### config.mk
export PLATFORM = sky130hd
export DESIGN_NAME = upcnt_timer
export DESIGN_NICKNAME = d
export VERILOG_FILES = /design/src/rtl/upt_pkg.sv /design/src/rtl/upt_regs.sv /design/src/rtl/upt_prescaler.sv /design/src/rtl/upt_counter.sv /design/src/rtl/upt_update.sv /design/src/rtl/upcnt_timer.sv
export SDC_FILE = /design/constraint.sdc
export NUM_CORES = 1
export LEC_CHECK = 0
export ABC_AREA = 0
export BUFFER_PORTS_ARGS = -buffer_cell sky130_fd_sc_hd__buf_2
export CAP_MARGIN = 20
export CORE_MARGIN = 5
export CORE_UTILIZATION = 30
export DETAILED_ROUTE_END_ITERATION = 10
export HOLD_SLACK_MARGIN = 0.06
export PLACE_DENSITY = 0.54
export SYNTH_ARGS = -nofsm -noshare
export SYNTH_HDL_FRONTEND = slang
export SYNTH_HIERARCHICAL = 1
export SYNTH_SLANG_ARGS = --single-unit
### constraint.sdc
create_clock -name clk -period 9.6 [get_ports clk]
set_input_delay 0.48 -clock clk [delete_from_list [all_inputs] [get_ports clk]]
set_output_delay 0.48 -clock clk [all_outputs]
set_load 0.005 [all_outputs]
### src/rtl/upt_pkg.sv
package upt_pkg;

    localparam int CNT_W  = 16;
    localparam int ADDR_W = 3;
    localparam int CTRL_W = 4;

    typedef enum logic [ADDR_W-1:0] {
        ADR_CTRL = 3'd0,
        ADR_PSC  = 3'd1,
        ADR_LIM  = 3'd2,
        ADR_FLAG = 3'd3,
        ADR_CMD  = 3'd4
    } adr_e;

    typedef struct packed {
        logic irq_en;
        logic quiet;
        logic upd_off;
        logic run;
    } ctrl_t;

    typedef struct packed {
        logic gen;
        logic flag_clr;
    } cmd_t;

    function automatic ctrl_t unpack_ctrl(input logic [CTRL_W-1:0] bits);
        ctrl_t c;
        c.run     = bits[0];
        c.upd_off = bits[1];
        c.quiet   = bits[2];
        c.irq_en  = bits[3];
        return c;
    endfunction

    function automatic logic addr_hit(input logic en,
                                      input logic [ADDR_W-1:0] a,
                                      input adr_e target);
        return en && (a == target);
    endfunction

endpackage

### src/rtl/upt_regs.sv
module upt_regs
    import upt_pkg::*;
#(
    parameter int W  = CNT_W,
    parameter int AW = ADDR_W
) (
    input  logic          clk,
    input  logic          rst,
    input  logic          wr_en,
    input  logic [AW-1:0] wr_addr,
    input  logic [W-1:0]  wr_data,
    output ctrl_t         ctrl,
    output logic [W-1:0]  psc_pre,
    output logic [W-1:0]  lim_pre,
    output cmd_t          cmd
);
    localparam logic [W-1:0] LIM_RST = {W{1'b1}};

    logic hit_ctrl, hit_psc, hit_lim, hit_flag, hit_cmd;
    logic unused_hi;

    assign hit_ctrl = addr_hit(wr_en, wr_addr, ADR_CTRL);
    assign hit_psc  = addr_hit(wr_en, wr_addr, ADR_PSC);
    assign hit_lim  = addr_hit(wr_en, wr_addr, ADR_LIM);
    assign hit_flag = addr_hit(wr_en, wr_addr, ADR_FLAG);
    assign hit_cmd  = addr_hit(wr_en, wr_addr, ADR_CMD);

    assign cmd.gen      = hit_cmd && wr_data[0];
    assign cmd.flag_clr = hit_flag && !wr_data[0];

    assign unused_hi = ^wr_data[W-1:CTRL_W];

    always_ff @(posedge clk) begin
        if (rst) begin
            ctrl    <= '0;
            psc_pre <= '0;
            lim_pre <= LIM_RST;
        end else begin
            if (hit_ctrl) ctrl    <= unpack_ctrl(wr_data[CTRL_W-1:0]);
            if (hit_psc)  psc_pre <= wr_data;
            if (hit_lim)  lim_pre <= wr_data;
        end
    end
endmodule

### src/rtl/upt_prescaler.sv
module upt_prescaler #(
    parameter int W = upt_pkg::CNT_W
) (
    input  logic         clk,
    input  logic         rst,
    input  logic         run,
    input  logic         gen,
    input  logic         upd,
    input  logic [W-1:0] psc_pre,
    output logic         tick
);
    logic [W-1:0] pc;
    logic [W-1:0] psc_act;

    assign tick = run && (pc == psc_act);

    always_ff @(posedge clk) begin
        if (rst) begin
            pc      <= '0;
            psc_act <= '0;
        end else begin
            if (gen || tick) pc <= '0;
            else if (run)    pc <= pc + 1'b1;
            if (upd) psc_act <= psc_pre;
        end
    end
endmodule

### src/rtl/upt_counter.sv
module upt_counter #(
    parameter int W = upt_pkg::CNT_W
) (
    input  logic         clk,
    input  logic         rst,
    input  logic         tick,
    input  logic         gen,
    input  logic         upd,
    input  logic [W-1:0] lim_pre,
    output logic [W-1:0] cnt,
    output logic [W-1:0] lim_act,
    output logic         ovf
);
    localparam logic [W-1:0] LIM_RST = {W{1'b1}};

    logic at_limit;

    assign at_limit = (cnt == lim_act);
    assign ovf      = tick && at_limit;

    always_ff @(posedge clk) begin
        if (rst) begin
            cnt     <= '0;
            lim_act <= LIM_RST;
        end else begin
            if (gen || ovf) cnt <= '0;
            else if (tick)  cnt <= cnt + 1'b1;
            if (upd) lim_act <= lim_pre;
        end
    end
endmodule

### src/rtl/upt_update.sv
module upt_update
    import upt_pkg::*;
(
    input  logic  clk,
    input  logic  rst,
    input  logic  ovf,
    input  cmd_t  cmd,
    input  ctrl_t ctrl,
    output logic  upd,
    output logic  uev_q,
    output logic  flag,
    output logic  irq
);
    logic flag_set;

    assign upd      = (ovf || cmd.gen) && !ctrl.upd_off;
    assign flag_set = upd && (ovf || !ctrl.quiet);
    assign irq      = flag && ctrl.irq_en;

    always_ff @(posedge clk) begin
        if (rst) begin
            uev_q <= 1'b0;
            flag  <= 1'b0;
        end else begin
            uev_q <= upd;
            if (flag_set)          flag <= 1'b1;
            else if (cmd.flag_clr) flag <= 1'b0;
        end
    end
endmodule

### src/rtl/upcnt_timer.sv
module upcnt_timer
    import upt_pkg::*;
#(
    parameter int W  = CNT_W,
    parameter int AW = ADDR_W
) (
    input  logic          clk,
    input  logic          rst,
    input  logic          wr_en,
    input  logic [AW-1:0] wr_addr,
    input  logic [W-1:0]  wr_data,
    output logic [W-1:0]  cnt_o,
    output logic          uev_o,
    output logic          flag_o,
    output logic          irq_o
);
    ctrl_t        ctrl_q;
    cmd_t         cmd;
    logic [W-1:0] psc_pre, lim_pre, lim_act;
    logic         tick, ovf, upd_evt;

    upt_regs #(.W(W), .AW(AW)) u_regs (
        .clk(clk), .rst(rst), .wr_en(wr_en), .wr_addr(wr_addr),
        .wr_data(wr_data), .ctrl(ctrl_q), .psc_pre(psc_pre),
        .lim_pre(lim_pre), .cmd(cmd)
    );

    upt_prescaler #(.W(W)) u_psc (
        .clk(clk), .rst(rst), .run(ctrl_q.run), .gen(cmd.gen),
        .upd(upd_evt), .psc_pre(psc_pre), .tick(tick)
    );

    upt_counter #(.W(W)) u_cnt (
        .clk(clk), .rst(rst), .tick(tick), .gen(cmd.gen), .upd(upd_evt),
        .lim_pre(lim_pre), .cnt(cnt_o), .lim_act(lim_act), .ovf(ovf)
    );

    upt_update u_upd (
        .clk(clk), .rst(rst), .ovf(ovf), .cmd(cmd), .ctrl(ctrl_q),
        .upd(upd_evt), .uev_q(uev_o), .flag(flag_o), .irq(irq_o)
    );
endmodule

==> flow_metrics.env <==
export IMPL_outcome="finished, final reports clean"
export IMPL_cp_end_kind="flop"
export IMPL_final_nets=530
export IMPL_tightest_slew_ns=1.065
export IMPL_clkTransAtPathRegs_ns=0.07
export IMPL_cts_resized=0
export IMPL_drtIter0Drc=207
export IMPL_ys_seq_elements=102
export IMPL_critPathRequiredTime_ns=9.83
export IMPL_grt_pass1_vias=3021
export IMPL_clk_root_buffer_cell="clkbuf_16"
export IMPL_cts_hold_buffers=0
export IMPL_yosys_top_cells_count="102 x dfxtp_1, 94 x nor2_1, 54 x mux2i_1, 36 x nand2b_1, 34 x xor2_1"
export IMPL_fmax_ghz=0.2950
export IMPL_synth_edf_count=0
export IMPL_vias=3195
export IMPL_r2r_start="u_psc/pc[4]$_SDFFE_PP0P_"
export IMPL_ys_types=30
export IMPL_irDropWorstVdd_uv=87.96
export IMPL_num_rows=45
export IMPL_syn_avg_cell_area_um2=9.511
export IMPL_yosys_warnings=6
export IMPL_first_pass_iters=4
export IMPL_synth_area_top_cells="dfxtp_1 45%, mux2i_1 12%, nor2_1 7.8%"
export IMPL_yosysMostFrequentCell="dfxtp_1"
export IMPL_antenna_found_initial=0
export IMPL_fin_crit_sh=0.3531
export IMPL_synth_area_leader_cell="dfxtp_1"
export IMPL_area_growth_pct=13.82
export IMPL_timing_max_slew_rel_slack=0.2903
export IMPL_rsz0062_at_grt="false"
export IMPL_cellLeakagePower_nw=1.911
export IMPL_final_area_mm2=0.005164
export IMPL_finalSetupViolations=0
export IMPL_drive_gt1_frac=0.1235
export IMPL_place_area_mm2=0.004858
export IMPL_worstHoldStart="wr_data[7]"
export IMPL_core_area_mm2=0.01503
export IMPL_grt_max_degree=106
export IMPL_gr_total_overflow=0
export IMPL_async_reset_ff_frac=0
export IMPL_die_area_mm2=0.01768
export IMPL_p_per_area_mw_per_mm2=161.5
export IMPL_cts_buffer_depth=2
export IMPL_ys_flop_type="dfxtp_1"
export IMPL_grt_pass1_wl_um=15640
export IMPL_synth_top_area_frac=0.4501
export IMPL_initial_core_util=0.3018
export IMPL_hp_class="in -> reg"
export IMPL_synth_area_mm2=0.004537
export IMPL_io_pins=41
export IMPL_die_y_um=133.0
export IMPL_track_usage=0.1104
export IMPL_clk_latency_ns=0.34
export IMPL_worstPathMaxFanout=41
export IMPL_wl_per_cell_um=13.88
export IMPL_portBuffers=40
export IMPL_period_minus_slack_ns=3.389
export IMPL_worstSetupPathType="reg -> reg"
export IMPL_drtAntennaViolNets=0
export IMPL_setup_worst_path_start="u_psc/pc[4]$_SDFFE_PP0P_"
export IMPL_netlist_instances=477
export IMPL_syn_num_nets=501
export IMPL_drc=0
export IMPL_cts_sinks=102
export IMPL_place_congestion=0.7604
export IMPL_cts_tree="yes"
export IMPL_antenna_cells=0
export IMPL_wl_um=9685
export IMPL_htreeDepth=3
export IMPL_slew_violations=0
export IMPL_die_w_um=133.0
export IMPL_skew_ns=0.01106
export IMPL_viasPerCell=4.577
export IMPL_critPathLaunchType="flop"
export IMPL_reg2reg_depth=11
export IMPL_finalHoldViolCount=0
export IMPL_cap_violations=0
export IMPL_numCtsBuffers=9
export IMPL_postCtsSetupRepairBufs=0
export IMPL_min_path_cells=3
export IMPL_tns_ns=0
export IMPL_synth_seq_area_share=0.4501
export IMPL_hpwlAfterDp_um=7059
export IMPL_arrival_ns=3.62
==> logic make-up (layout without fill, tap and decap cells) <==
kind of cell	Yosys count	count (layout)	synth area share
and+or+nand+nor	209	209	0.2284
adders and majority gates	2	2	0.005515
xor gates and xnor gates	62	62	0.1197
buffers and inverters	28	61	0.03089
AOI/OAI and AO/OA	20	20	0.04633
DFF	102	102	0.4501
muxes	54	54	0.1191
==> through the flow <==
step / util / total power, mW / std cells / hold slack, ns / worst slack [ns]
after detailed placement: 0.3232 / 0.4800 / 682 / 0.4541 / 5.502
after CTS: 0.3432 / 0.8476 / 697 / 0.3899 / 5.476
after floorplan: - / 0.4678 / 477 / 0.4363 / 6.562
final: 0.3435 / 0.8342 / 698 / 0.4020 / 6.211
after global routing: 0.3435 / 0.8703 / 698 / 0.3987 / 5.793
after global placement: 0.3232 / 0.4795 / 682 / 0.4458 / 5.668
==> layout make-up <==
| cell class | count | area (um2) |
|---|---|---|
| Fill cell | 1553 | 9869 |
| Multi-Input combinational cell | 347 | 2355 |
| Sequential cell | 102 | 2042 |
| Clock buffer | 12 | 256.5 |
| Tap cell | 188 | 235.2 |
| Timing Repair Buffer | 43 | 220.2 |
| Clock inverter | 3 | 43.79 |
| Inverter | 3 | 11.26 |
==> worst max-delay path, stage by stage (launching register included) <==
cell      delay (ns)
dfxtp_1         0.36
xor2_1          0.18
nor4_1          0.30
nand2_1         0.16
nor4_1          0.43
nand2_1         0.18
nor4_1          0.33
o21bai_1        0.17
inv_1           0.33
buf_4           0.49
nor2b_1         0.12
a211o_1         0.24
==> report_power, final <==
group | switching, mW | leakage (nW) | internal [mW]
clock network | 0.149 | 0.149 | 0.215
registers | 0.00394 | 0.825 | 0.428
logic | 0.0215 | 0.937 | 0.0162
total | 0.175 | 1.91 | 0.660
==> flip-flops by register name, indices dropped and copies added, names as in the netlist <==
| register | flops |
|---|---|
| u_regs/lim_pre | 16 |
| u_upd/flag | 1 |
| u_regs/ctrl | 4 |
| u_upd/uev_q | 1 |
| u_cnt/lim_act | 16 |
| u_cnt/cnt | 16 |
| u_regs/psc_pre | 16 |
| u_psc/pc | 16 |
| u_psc/psc_act | 16 |
==> layer usage <==
metal | vias up | share of wire | global-route usage
li1 | 1647 | - | -
met1 | 1491 | 0.51 | 0.1559
met2 | 51 | 0.44 | 0.1634
met3 | 6 | 0.037 | 0.03574
met4 | 0 | 0.010 | 0.02598
met5 | - | 0 | 0
==> final timing paths <==
check | slack [ns] | end
min | 0.40 | u_regs/psc_pre[7]$_SDFFE_PP0P_
max | 6.21 | u_cnt/lim_act[8]$_SDFFE_PP1P_
max reg2reg | 6.21 | u_cnt/lim_act[8]$_SDFFE_PP1P_
min reg2reg | 0.47 | u_cnt/lim_act[2]$_SDFFE_PP1P_
==> layout by cell type (no fill, tap or decap), types with 3 or more instances in the layout <==
master | netlist | final
xor2_1 | 34 | 34
dfxtp_1 | 102 | 102
inv_1 | 3 | 3
a211o_1 | 16 | 16
nand2_1 | 18 | 18
nand4_1 | 10 | 10
nor4_1 | 6 | 6
nand2b_1 | 36 | 36
nor2_1 | 94 | 94
nor2b_1 | 17 | 17
or2_2 | 4 | 4
buf_2 | 4 | 40
nand3_1 | 9 | 9
mux2i_1 | 54 | 54
xnor2_1 | 28 | 28
clkbuf_16 | 0 | 9
nor3_1 | 5 | 5
(Power assumes the default switching activity.)
